[config.mk]
export PLATFORM = sky130hd
export DESIGN_NAME = irqdm_top
export DESIGN_NICKNAME = d
export VERILOG_FILES = /design/src/rtl/irqdm_pkg.sv /design/src/rtl/irqdm_cfg_regs.sv /design/src/rtl/irqdm_match.sv /design/src/rtl/irqdm_lowest_pick.sv /design/src/rtl/irqdm_top.sv
export SDC_FILE = /design/constraint.sdc
export NUM_CORES = 1
export LEC_CHECK = 0
export BUFFER_PORTS_ARGS = -buffer_cell sky130_fd_sc_hd__buf_2
export CORE_MARGIN = 2
export CORE_UTILIZATION = 40
export CTS_CLUSTER_DIAMETER = 80
export DETAILED_ROUTE_END_ITERATION = 6
export HOLD_SLACK_MARGIN = 0.05
export PLACE_DENSITY = 0.59
export SYNTH_ARGS = -nofsm -noshare
export SYNTH_HDL_FRONTEND = slang
export SYNTH_SLANG_ARGS = --single-unit
export TNS_END_PERCENT = 5
[constraint.sdc]
create_clock -name clk -period 6.2 [get_ports clk]
set_clock_uncertainty 0.15 [all_clocks]
set_input_delay 0.31 -clock clk [delete_from_list [all_inputs] [get_ports clk]]
set_output_delay 0.31 -clock clk [all_outputs]
set_load 0.05 [all_outputs]
[src/rtl/irqdm_pkg.sv]
package irqdm_pkg;

    typedef enum logic [1:0] {
        CFG_PHYS  = 2'd0,
        CFG_LOGIC = 2'd1,
        CFG_MODEL = 2'd2,
        CFG_NONE  = 2'd3
    } cfg_field_e;

    typedef enum logic [1:0] {
        SH_DEST   = 2'd0,
        SH_SELF   = 2'd1,
        SH_ALL    = 2'd2,
        SH_OTHERS = 2'd3
    } shorthand_e;

    typedef enum logic {
        ST_IDLE = 1'b0,
        ST_EMIT = 1'b1
    } state_e;

    localparam logic [3:0] MODEL_FLAT    = 4'hF;
    localparam logic [3:0] MODEL_CLUSTER = 4'h0;
    localparam logic [7:0] PHYS_BCAST    = 8'hFF;

endpackage

[src/rtl/irqdm_cfg_regs.sv]
module irqdm_cfg_regs
    import irqdm_pkg::*;
#(
    parameter int N_AGENTS = 8,
    localparam int IDXW = $clog2(N_AGENTS)
) (
    input  logic                    clk,
    input  logic                    rst_n,
    input  logic                    we,
    input  logic [IDXW-1:0]         agent,
    input  logic [1:0]              field,
    input  logic [7:0]              data,
    output logic [N_AGENTS*8-1:0]   phys_flat,
    output logic [N_AGENTS*8-1:0]   logic_flat,
    output logic [N_AGENTS*4-1:0]   model_flat
);

    cfg_field_e fsel;
    assign fsel = cfg_field_e'(field);

    for (genvar g = 0; g < N_AGENTS; g++) begin : g_agent
        localparam logic [7:0] RST_ID = 8'(g);
        logic sel;
        assign sel = we && (agent == IDXW'(g));

        always_ff @(posedge clk or negedge rst_n) begin
            if (!rst_n) begin
                phys_flat[g*8 +: 8]  <= RST_ID;
                logic_flat[g*8 +: 8] <= 8'h00;
                model_flat[g*4 +: 4] <= MODEL_FLAT;
            end else if (sel) begin
                case (fsel)
                    CFG_PHYS:  phys_flat[g*8 +: 8]  <= data;
                    CFG_LOGIC: logic_flat[g*8 +: 8] <= data;
                    CFG_MODEL: model_flat[g*4 +: 4] <= data[3:0];
                    default:   ;
                endcase
            end
        end
    end

endmodule

[src/rtl/irqdm_match.sv]
module irqdm_match
    import irqdm_pkg::*;
#(
    parameter int N_AGENTS = 8,
    localparam int IDXW = $clog2(N_AGENTS)
) (
    input  logic [7:0]              dest,
    input  logic                    logical,
    input  logic [1:0]              short_code,
    input  logic [IDXW-1:0]         sender,
    input  logic [N_AGENTS*8-1:0]   phys_flat,
    input  logic [N_AGENTS*8-1:0]   logic_flat,
    input  logic [N_AGENTS*4-1:0]   model_flat,
    output logic [N_AGENTS-1:0]     mask
);

    logic [N_AGENTS-1:0] dest_mask;
    logic [N_AGENTS-1:0] self_mask;

    for (genvar g = 0; g < N_AGENTS; g++) begin : g_cmp
        logic [7:0] pid;
        logic [7:0] ldst;
        logic [3:0] mdl;
        logic       phys_hit;
        logic       flat_hit;
        logic       clus_hit;

        assign pid  = phys_flat[g*8 +: 8];
        assign ldst = logic_flat[g*8 +: 8];
        assign mdl  = model_flat[g*4 +: 4];

        assign phys_hit = (dest == PHYS_BCAST) || (pid == dest);
        assign flat_hit = (mdl == MODEL_FLAT) && (|(dest & ldst));
        assign clus_hit = (mdl == MODEL_CLUSTER)
                       && (dest[7:4] == ldst[7:4])
                       && (|(dest[3:0] & ldst[3:0]));

        assign dest_mask[g] = logical ? (flat_hit || clus_hit) : phys_hit;
        assign self_mask[g] = (sender == IDXW'(g));
    end

    always_comb begin
        unique case (shorthand_e'(short_code))
            SH_DEST:   mask = dest_mask;
            SH_SELF:   mask = self_mask;
            SH_ALL:    mask = '1;
            SH_OTHERS: mask = ~self_mask;
            default:   mask = '0;
        endcase
    end

endmodule

[src/rtl/irqdm_lowest_pick.sv]
module irqdm_lowest_pick #(
    parameter int N_AGENTS = 8,
    localparam int IDXW = $clog2(N_AGENTS)
) (
    input  logic [N_AGENTS-1:0] mask,
    output logic [N_AGENTS-1:0] onehot,
    output logic [IDXW-1:0]     idx,
    output logic                found
);

    assign onehot = mask & (~mask + N_AGENTS'(1));
    assign found  = |mask;

    always_comb begin
        idx = '0;
        for (int k = N_AGENTS - 1; k >= 0; k--) begin
            if (mask[k]) idx = IDXW'(k);
        end
    end

endmodule

[src/rtl/irqdm_top.sv]
module irqdm_top
    import irqdm_pkg::*;
#(
    parameter int N_AGENTS = 8,
    localparam int IDXW = $clog2(N_AGENTS)
) (
    input  logic                clk,
    input  logic                rst_n,
    input  logic                cfg_we,
    input  logic [IDXW-1:0]     cfg_agent,
    input  logic [1:0]          cfg_field,
    input  logic [7:0]          cfg_data,
    input  logic                req_valid,
    input  logic                req_logical,
    input  logic [1:0]          req_short,
    input  logic [7:0]          req_dest,
    input  logic [IDXW-1:0]     req_sender,
    input  logic                req_lowpri,
    output logic                out_valid,
    output logic [N_AGENTS-1:0] out_mask,
    output logic [N_AGENTS-1:0] out_target,
    output logic [IDXW-1:0]     out_target_idx,
    output logic                out_target_hit
);

    logic [N_AGENTS*8-1:0] phys_flat;
    logic [N_AGENTS*8-1:0] logic_flat;
    logic [N_AGENTS*4-1:0] model_flat;
    logic [N_AGENTS-1:0]   mask_c;
    logic [N_AGENTS-1:0]   pick_c;
    logic [IDXW-1:0]       pick_idx_c;
    logic                  pick_found_c;

    irqdm_cfg_regs #(.N_AGENTS(N_AGENTS)) u_cfg (
        .clk        (clk),
        .rst_n      (rst_n),
        .we         (cfg_we),
        .agent      (cfg_agent),
        .field      (cfg_field),
        .data       (cfg_data),
        .phys_flat  (phys_flat),
        .logic_flat (logic_flat),
        .model_flat (model_flat)
    );

    irqdm_match #(.N_AGENTS(N_AGENTS)) u_match (
        .dest       (req_dest),
        .logical    (req_logical),
        .short_code (req_short),
        .sender     (req_sender),
        .phys_flat  (phys_flat),
        .logic_flat (logic_flat),
        .model_flat (model_flat),
        .mask       (mask_c)
    );

    irqdm_lowest_pick #(.N_AGENTS(N_AGENTS)) u_pick (
        .mask   (mask_c),
        .onehot (pick_c),
        .idx    (pick_idx_c),
        .found  (pick_found_c)
    );

    // Emission state machine
    state_e st_q;
    state_e st_d;

    always_comb begin
        unique case (st_q)
            ST_IDLE: st_d = req_valid ? ST_EMIT : ST_IDLE;  // accept / wait
            ST_EMIT: st_d = req_valid ? ST_EMIT : ST_IDLE;  // stream / drain
            default: st_d = ST_IDLE;
        endcase
    end

    always_ff @(posedge clk or negedge rst_n) begin
        if (!rst_n) st_q <= ST_IDLE;
        else        st_q <= st_d;
    end

    assign out_valid = (st_q == ST_EMIT);

    // Result registers
    always_ff @(posedge clk or negedge rst_n) begin
        if (!rst_n) begin
            out_mask       <= '0;
            out_target     <= '0;
            out_target_idx <= '0;
            out_target_hit <= 1'b0;
        end else if (req_valid) begin
            out_mask <= mask_c;
            if (req_lowpri) begin
                out_target     <= pick_c;
                out_target_idx <= pick_idx_c;
                out_target_hit <= pick_found_c;
            end else begin
                out_target     <= '0;
                out_target_idx <= '0;
                out_target_hit <= 1'b0;
            end
        end
    end

endmodule

==> flow_results.xml, run 1 <==
<?xml version="1.0" encoding="UTF-8"?>
<metrics>
  <group name="outcome">
    <metric name="run_status" unit="">complete, no violations</metric>
  </group>
  <group name="final_layout">
    <metric name="antennaDiodeCount" unit="">0</metric>
    <metric name="final_common_cell" unit="">mux2_2</metric>
    <metric name="num-fill-cells" unit="">2025</metric>
    <metric name="post_route_cells_drive_above_1_share" unit="">0.401</metric>
    <metric name="commonest_non_fill_non_tap_cells_in_the_layout" unit="">mux2_2, dfrtp_1, xor2_1</metric>
    <metric name="num-nets-final" unit="">807</metric>
    <metric name="layout-area-overhead-vs-synth" unit="%">12.1</metric>
  </group>
  <group name="grt">
    <metric name="grt.met1_usage" unit="">0.267</metric>
    <metric name="overflow" unit="">0</metric>
    <metric name="grt_use_met2" unit="">0.327</metric>
    <metric name="antenna_found_initial" unit="">0</metric>
    <metric name="grt_pass1_wl" unit="µm">36100</metric>
    <metric name="gr-usage-met3" unit="">0.0367</metric>
    <metric name="global_route.peak_usage_layer" unit="">met2</metric>
    <metric name="grtUsageTotal" unit="">0.198</metric>
    <metric name="grt_max_degree" unit="">103</metric>
    <metric name="grt_pass1_vias" unit="">6213</metric>
  </group>
  <group name="timing">
    <metric name="grt_setup_unrepaired" unit="">false</metric>
    <metric name="maxSlewViolCount" unit="">0</metric>
    <metric name="fmaxAchievable" unit="MHz">385</metric>
    <metric name="max_slew_margin" unit="">0.323</metric>
    <metric name="timing.setup.tns" unit="ns">0</metric>
    <metric name="setup_violations" unit="">0</metric>
    <metric name="period_needed" unit="ns">2.60</metric>
    <metric name="hold_vio_cnt_final" unit="">0</metric>
    <metric name="final_min_period_over_clock_period" unit="">0.419</metric>
    <metric name="post_route_setup_slack" unit="ns">3.60</metric>
    <metric name="slew_of_the_pin_with_the_lowest_slew_margin" unit="ns">1.02</metric>
  </group>
  <group name="route">
    <metric name="total_number_of_vias" unit="">5913</metric>
    <metric name="finalWirelength" unit="µm">22800</metric>
    <metric name="postRouteAntennaNets" unit="">0</metric>
    <metric name="drt-wirelength-per-cell" unit="µm">21.9</metric>
    <metric name="drc" unit="">0</metric>
    <metric name="drtIter0Drc" unit="">311</metric>
    <metric name="vias_per_cell" unit="">5.68</metric>
    <metric name="drt-pass1-iter-count" unit="">4</metric>
  </group>
  <group name="placement">
    <metric name="io_buffers" unit="">52</metric>
    <metric name="globalplace.congestion" unit="">0.851</metric>
    <metric name="detailed_place_hpwl" unit="µm">15200</metric>
    <metric name="pre_cts_ws" unit="ns">3.22</metric>
  </group>
  <group name="synthesis">
    <metric name="synth_sequential_area_ratio" unit="">0.504</metric>
    <metric name="synth_flop_cell" unit="">dfrtp_1</metric>
    <metric name="postSynthNetCount" unit="">767</metric>
    <metric name="yosys_warnings" unit="">0</metric>
    <metric name="syn-cell-area" unit="mm²">0.00909</metric>
    <metric name="syn_avg_cell_area" unit="µm²">12.9</metric>
    <metric name="async_flop_share" unit="">1.00</metric>
    <metric name="synthDistinctLibCells" unit="">62</metric>
    <metric name="synth.ff_latch_count" unit="">181</metric>
    <metric name="synth-edff-count" unit="">0</metric>
    <metric name="synth_cells" unit="">703</metric>
  </group>
  <group name="pwr">
    <metric name="ir_worst_vdd" unit="µV">187</metric>
    <metric name="cellLeakagePower" unit="µW">0.00450</metric>
    <metric name="power.density_cell_area" unit="mW/mm²">330</metric>
  </group>
  <group name="clock_tree">
    <metric name="tritoncts.num_buffers" unit="">17</metric>
    <metric name="clk_latency" unit="ns">0.43</metric>
    <metric name="tritoncts" unit="">built</metric>
    <metric name="cts_repair_resize_count" unit="">0</metric>
    <metric name="cts-root-to-sink-buffers" unit="">2</metric>
    <metric name="ctsHtreeMaxLevel" unit="">4</metric>
    <metric name="clockRootBuffer" unit="">clkbuf_16</metric>
    <metric name="cts.clk_slew.worst_paths" unit="ns">0.06</metric>
    <metric name="numClockSinks" unit="">181</metric>
  </group>
  <group name="critical_path">
    <metric name="critical_path_required" unit="ns">6.38</metric>
    <metric name="critical_path.endpoint_type" unit="">flip-flop</metric>
    <metric name="cp_max_fanout" unit="">5</metric>
    <metric name="worst-r2r-setup-slack" unit="ns">3.60</metric>
    <metric name="crit_type" unit="">reg2reg</metric>
    <metric name="crit_path_start_kind" unit="">flip-flop</metric>
    <metric name="critPathArrivalTime" unit="ns">2.78</metric>
  </group>
  <group name="die">
    <metric name="width_of_the_die" unit="µm">155</metric>
    <metric name="vertical_extent_of_the_die" unit="µm">155</metric>
    <metric name="ioPinCount" unit="">53</metric>
    <metric name="start_util" unit="">0.404</metric>
    <metric name="coreArea" unit="mm²">0.0225</metric>
    <metric name="die_area" unit="mm²">0.0240</metric>
    <metric name="row_count" unit="">55</metric>
  </group>
  <group name="min_path">
    <metric name="worstHoldPathType" unit="">in2reg</metric>
  </group>
  <group name="run">
    <metric name="drv.max_cap_violation_count" unit="">0</metric>
  </group>
</metrics>
-- sequential cells by signal, summed over array words and instances (netlist names) --
register	flops
out_mask	8
out_target	8
out_target_hit	1
out_target_idx	3
out_valid	1
u_cfg.logic_flat	64
u_cfg.model_flat	32
u_cfg.phys_flat	64
-- cell type report --
cell class / count / area [µm²] / area share
Tap cell: 285 / 357 / 0.0350
Clock inverter: 8 / 171 / 0.0168
Clock buffer: 24 / 482 / 0.0473
Multi-Input combinational cell: 481 / 4270 / 0.419
Timing Repair Buffer: 56 / 304 / 0.0298
Inverter: 6 / 22.5 / 0.00221
Sequential cell: 181 / 4580 / 0.450
-- routing by layer --
layer  wire length (µm)  vias up
met5                  0        -
met4                385        0
met3                824       31
met2              11000      134
met1              10600     3084
li1                   -     2664
-- stage by stage --
stage	utilization	cells	hold slack, ns	cell area, µm²	total power [µW]
finish	0.453	1041	0.276	10200	3360
global route	0.453	1041	0.293	10200	3530
CTS	0.453	1041	0.268	10200	3390
detailed placement	0.422	1006	0.317	9510	2190
global placement	0.422	1006	0.317	9510	2150
floorplan	-	703	-0.136	9090	2000
-- what timing repair did --
item	4_1_cts	5_1_grt
buffers inserted	0	0
hold buffers	3	0
hold endpoints to repair	71	0
-- critical path, cell delays in order, from the launching register on --
cell      delay [ns]
dfrtp_1         0.38
ha_1            0.18
or4_1           0.55
nor3_2          0.12
o211ai_1        0.22
and3_4          0.26
a211o_4         0.30
o41ai_2         0.35
-- cells by family (layout without fill, tap and decap cells) --
| kind of cell | Yosys count | after routing | share of synthesized area |
|---|---|---|---|
| AOI/OAI and AO/OA | 83 | 83 | 0.0703 |
| xor gates and xnor gates | 72 | 72 | 0.0693 |
| adders and majority gates | 32 | 32 | 0.0440 |
| buffers and inverters | 41 | 94 | 0.0264 |
| DFF | 181 | 181 | 0.504 |
| muxes | 163 | 163 | 0.202 |
| and+or+nand+nor | 131 | 131 | 0.0841 |
-- report_power, final --
group	switching [µW]	internal (µW)	total (µW)
combinational	311	286	597
clock	441	748	1190
sequential	136	1440	1570
total	888	2470	3360
-- final timing paths --
check,start,end,cells after the start
max,u_cfg.logic_flat[21],out_target[6],7
min,req_short[0],out_target[7],4
max reg2reg,u_cfg.logic_flat[21],out_target[6],7
min reg2reg,out_mask[1],out_mask[1],1
max in group asynchronous,rst_n,u_cfg.logic_flat[22],3
min in group asynchronous,rst_n,out_mask[2],2
-- cell usage after synthesis, types with 2 or more instances --
cell       number  area [µm²]
o31ai_1         4        30.0
nand2b_1        5        31.3
o21ai_0         7        35.0
o21ai_1         5        25.0
dfrtp_1       137        3430
a211o_1         2        17.5
buf_6          10         113
a211oi_1        4        30.0
a21o_1          2        15.0
dfstp_2        44        1160
nand2_1        27         101
mux2_2        162        1820
a31oi_1         2        12.5
nor3_2          5        50.1
or4_1          11        82.6
o2bb2ai_1       3        26.3
nand4b_1        5        43.8
buf_2           2        10.0
o32ai_1         4        35.0
o31a_1          2        17.5
nor2b_1         3        18.8
nand4_1        13        81.3
nor2_1         20        75.1
a41o_1          2        20.0
buf_4           2        15.0
clkbuf_1       20        75.1
a22o_1          4        35.0
a21oi_1        13        65.1
nor3_1          4        20.0
xnor2_1         6        52.6
inv_1           6        22.5
ha_1           32         400
a22oi_1        11        82.6
nor4_1         26         163
o211ai_1        4        30.0
nor3b_1         3        22.5
xor2_1         66         578
No activity file was read; power rests on OpenSTA's default activity.
==> run 2, diff against run 1 <==
==> constraint.sdc (replaced) <==
create_clock -name clk -period 2.6 [get_ports clk]
set_clock_uncertainty 0.15 [all_clocks]
set_input_delay 0.13 -clock clk [delete_from_list [all_inputs] [get_ports clk]]
set_output_delay 0.13 -clock clk [all_outputs]
set_load 0.05 [all_outputs]
==> flow_results.xml, run 2 (synthesis results as in run 1) <==
<?xml version="1.0" encoding="UTF-8"?>
<metrics>
  <group name="critical_path">
    <metric name="critical_path.endpoint_type" unit="">flip-flop</metric>
    <metric name="crit_path_start_kind" unit="">flip-flop</metric>
    <metric name="crit-reg2reg-launch" unit="">u_cfg.logic_flat[61]</metric>
    <metric name="end_of_the_critical_path" unit="">out_target[7]</metric>
    <metric name="cp-startpoint" unit="">u_cfg.logic_flat[61]</metric>
    <metric name="crit_type" unit="">reg2reg</metric>
    <metric name="worst-r2r-setup-slack" unit="ns">0.11</metric>
    <metric name="cp_max_fanout" unit="">4</metric>
    <metric name="ff2ff_path_depth" unit="">8</metric>
    <metric name="endpoint_of_the_worst_register_to_register_path" unit="">out_target[7]</metric>
    <metric name="critical_path_required" unit="ns">2.78</metric>
    <metric name="critPathArrivalTime" unit="ns">2.67</metric>
  </group>
  <group name="timing">
    <metric name="setup_violations" unit="">0</metric>
    <metric name="max_slew_margin" unit="">0.374</metric>
    <metric name="slew_of_the_pin_with_the_lowest_slew_margin" unit="ns">0.933</metric>
    <metric name="fmaxAchievable" unit="MHz">401</metric>
    <metric name="hold_vio_cnt_final" unit="">0</metric>
    <metric name="maxSlewViolCount" unit="">0</metric>
    <metric name="grt_setup_unrepaired" unit="">false</metric>
    <metric name="timing.setup.tns" unit="ns">0</metric>
    <metric name="final_min_period_over_clock_period" unit="">0.959</metric>
    <metric name="period_needed" unit="ns">2.49</metric>
  </group>
  <group name="clock_tree">
    <metric name="tritoncts" unit="">built</metric>
    <metric name="ctsHtreeMaxLevel" unit="">4</metric>
    <metric name="cts.clk_slew.worst_paths" unit="ns">0.07</metric>
    <metric name="clockRootBuffer" unit="">clkbuf_16</metric>
    <metric name="clk_latency" unit="ns">0.43</metric>
    <metric name="tritoncts.num_buffers" unit="">17</metric>
    <metric name="cts-root-to-sink-buffers" unit="">2</metric>
    <metric name="numClockSinks" unit="">181</metric>
  </group>
  <group name="final_layout">
    <metric name="final_common_cell" unit="">mux2_2</metric>
    <metric name="layout-area-overhead-vs-synth" unit="%">14.4</metric>
    <metric name="biggestRegsByFlops" unit="">u_cfg.logic_flat (64), u_cfg.phys_flat (64), u_cfg.model_flat (32)</metric>
    <metric name="commonest_non_fill_non_tap_cells_in_the_layout" unit="">mux2_2, dfrtp_1, xor2_1</metric>
    <metric name="post_route_cells_drive_above_1_share" unit="">0.434</metric>
    <metric name="num-nets-final" unit="">842</metric>
    <metric name="antennaDiodeCount" unit="">0</metric>
  </group>
  <group name="die">
    <metric name="start_util" unit="">0.404</metric>
    <metric name="die_area" unit="mm²">0.0240</metric>
    <metric name="row_count" unit="">55</metric>
    <metric name="width_of_the_die" unit="µm">155</metric>
    <metric name="ioPinCount" unit="">53</metric>
    <metric name="coreArea" unit="mm²">0.0225</metric>
    <metric name="vertical_extent_of_the_die" unit="µm">155</metric>
  </group>
  <group name="route">
    <metric name="drt-pass1-iter-count" unit="">4</metric>
    <metric name="drt-wirelength-per-cell" unit="µm">21.7</metric>
    <metric name="finalWirelength" unit="µm">23400</metric>
    <metric name="vias_per_cell" unit="">5.59</metric>
    <metric name="drc" unit="">0</metric>
    <metric name="total_number_of_vias" unit="">6015</metric>
    <metric name="drtIter0Drc" unit="">242</metric>
    <metric name="postRouteAntennaNets" unit="">0</metric>
  </group>
  <group name="grt">
    <metric name="antenna_found_initial" unit="">0</metric>
    <metric name="grt_max_degree" unit="">108</metric>
    <metric name="grt_pass1_vias" unit="">6253</metric>
    <metric name="grtUsageTotal" unit="">0.201</metric>
    <metric name="overflow" unit="">0</metric>
    <metric name="grt_pass1_wl" unit="µm">36400</metric>
  </group>
  <group name="placement">
    <metric name="io_buffers" unit="">52</metric>
    <metric name="globalplace.congestion" unit="">0.883</metric>
    <metric name="detailed_place_hpwl" unit="µm">16100</metric>
  </group>
  <group name="pwr">
    <metric name="power.density_cell_area" unit="mW/mm²">737</metric>
    <metric name="finalPower" unit="µW">7660</metric>
    <metric name="cellLeakagePower" unit="µW">0.00464</metric>
    <metric name="ir_worst_vdd" unit="µV">468</metric>
  </group>
  <group name="outcome">
    <metric name="run_status" unit="">complete, no violations</metric>
  </group>
  <group name="run">
    <metric name="drv.max_cap_violation_count" unit="">0</metric>
  </group>
  <group name="min_path">
    <metric name="worstHoldPathType" unit="">in2async</metric>
  </group>
</metrics>
## run 2: cell count changes in the layout (fill, tap and decap cells not counted), sizes merged
| cell | change |
|---|---|
| buf | +34 |
| inv | +7 |
| bufinv | -5 |
| clkbuf | -4 |
| clkinv | +2 |
| dlygate4sd3 | +1 |
## run 2: area by class of cell
| class | instances | area (µm²) |
|---|---|---|
| fillers | 2040 | 12100 |
| flip-flops and latches | 181 | 4580 |
| multi-input cells | 481 | 4280 |
| repair buffers | 91 | 594 |
| clock buffers | 20 | 468 |
| well taps | 285 | 357 |
| clock inverters | 12 | 90.1 |
| inverters | 6 | 22.5 |
## run 2: power breakdown
| part | total (µW) | switching, µW | internal [µW] | leakage, µW |
|---|---|---|---|---|
| clock | 2440 | 1120 | 1320 | 0.000278 |
| combinational | 1470 | 746 | 725 | 0.00216 |
| sequential | 3750 | 320 | 3430 | 0.00221 |
## run 2: worst min path at each step
stage                     startpoint                  end  slack [ns]  cells after the start
after detailed placement       rst_n          out_mask[1]       -0.18                      1
after global placement         rst_n  u_cfg.phys_flat[18]       -0.18                      1
after CTS                      rst_n  u_cfg.phys_flat[24]        0.08                      2
after global routing           rst_n  u_cfg.phys_flat[24]        0.09                      2
final                          rst_n  u_cfg.phys_flat[24]        0.09                      2
after floorplan                rst_n          out_mask[0]       -0.32                      0
## run 2: what timing repair did
| item | CTS | global route |
|---|---|---|
| endpoints found under the setup margin | 0 | 5 |
| buffers inserted | 0 | 1 |
| endpoints found under the hold margin | 155 | 0 |
| hold buffers | 4 | 0 |
| resized for setup | 0 | 3 |
## run 2: through the flow
stage               hold WS, ns  instances  area [µm²]  setup WS, ns  utilization
floorplan                -0.316        703        9090         0.289            -
global placement         -0.184       1039        9780        0.0760        0.435
detailed placement       -0.181       1039        9780        0.0665        0.435
CTS                      0.0752       1075       10400        0.0893        0.461
global route             0.0920       1076       10400       0.00584        0.462
finish                   0.0942       1076       10400         0.108        0.462
## run 2: layer usage
layer / part of all wire / track usage
met5: 0 / 0
met2: 0.48 / 0.331
met3: 0.034 / 0.0328
met1: 0.46 / 0.272
met4: 0.019 / 0.0617
## run 2: worst max-delay path, cell delays in order, from the launching register on
cell,delay (ns)
dfrtp_1,0.38
ha_1,0.26
or4_1,0.51
o21ai_0,0.17
a21oi_1,0.13
a211oi_2,0.31
buf_4,0.18
nand4_1,0.10
o31ai_1,0.20
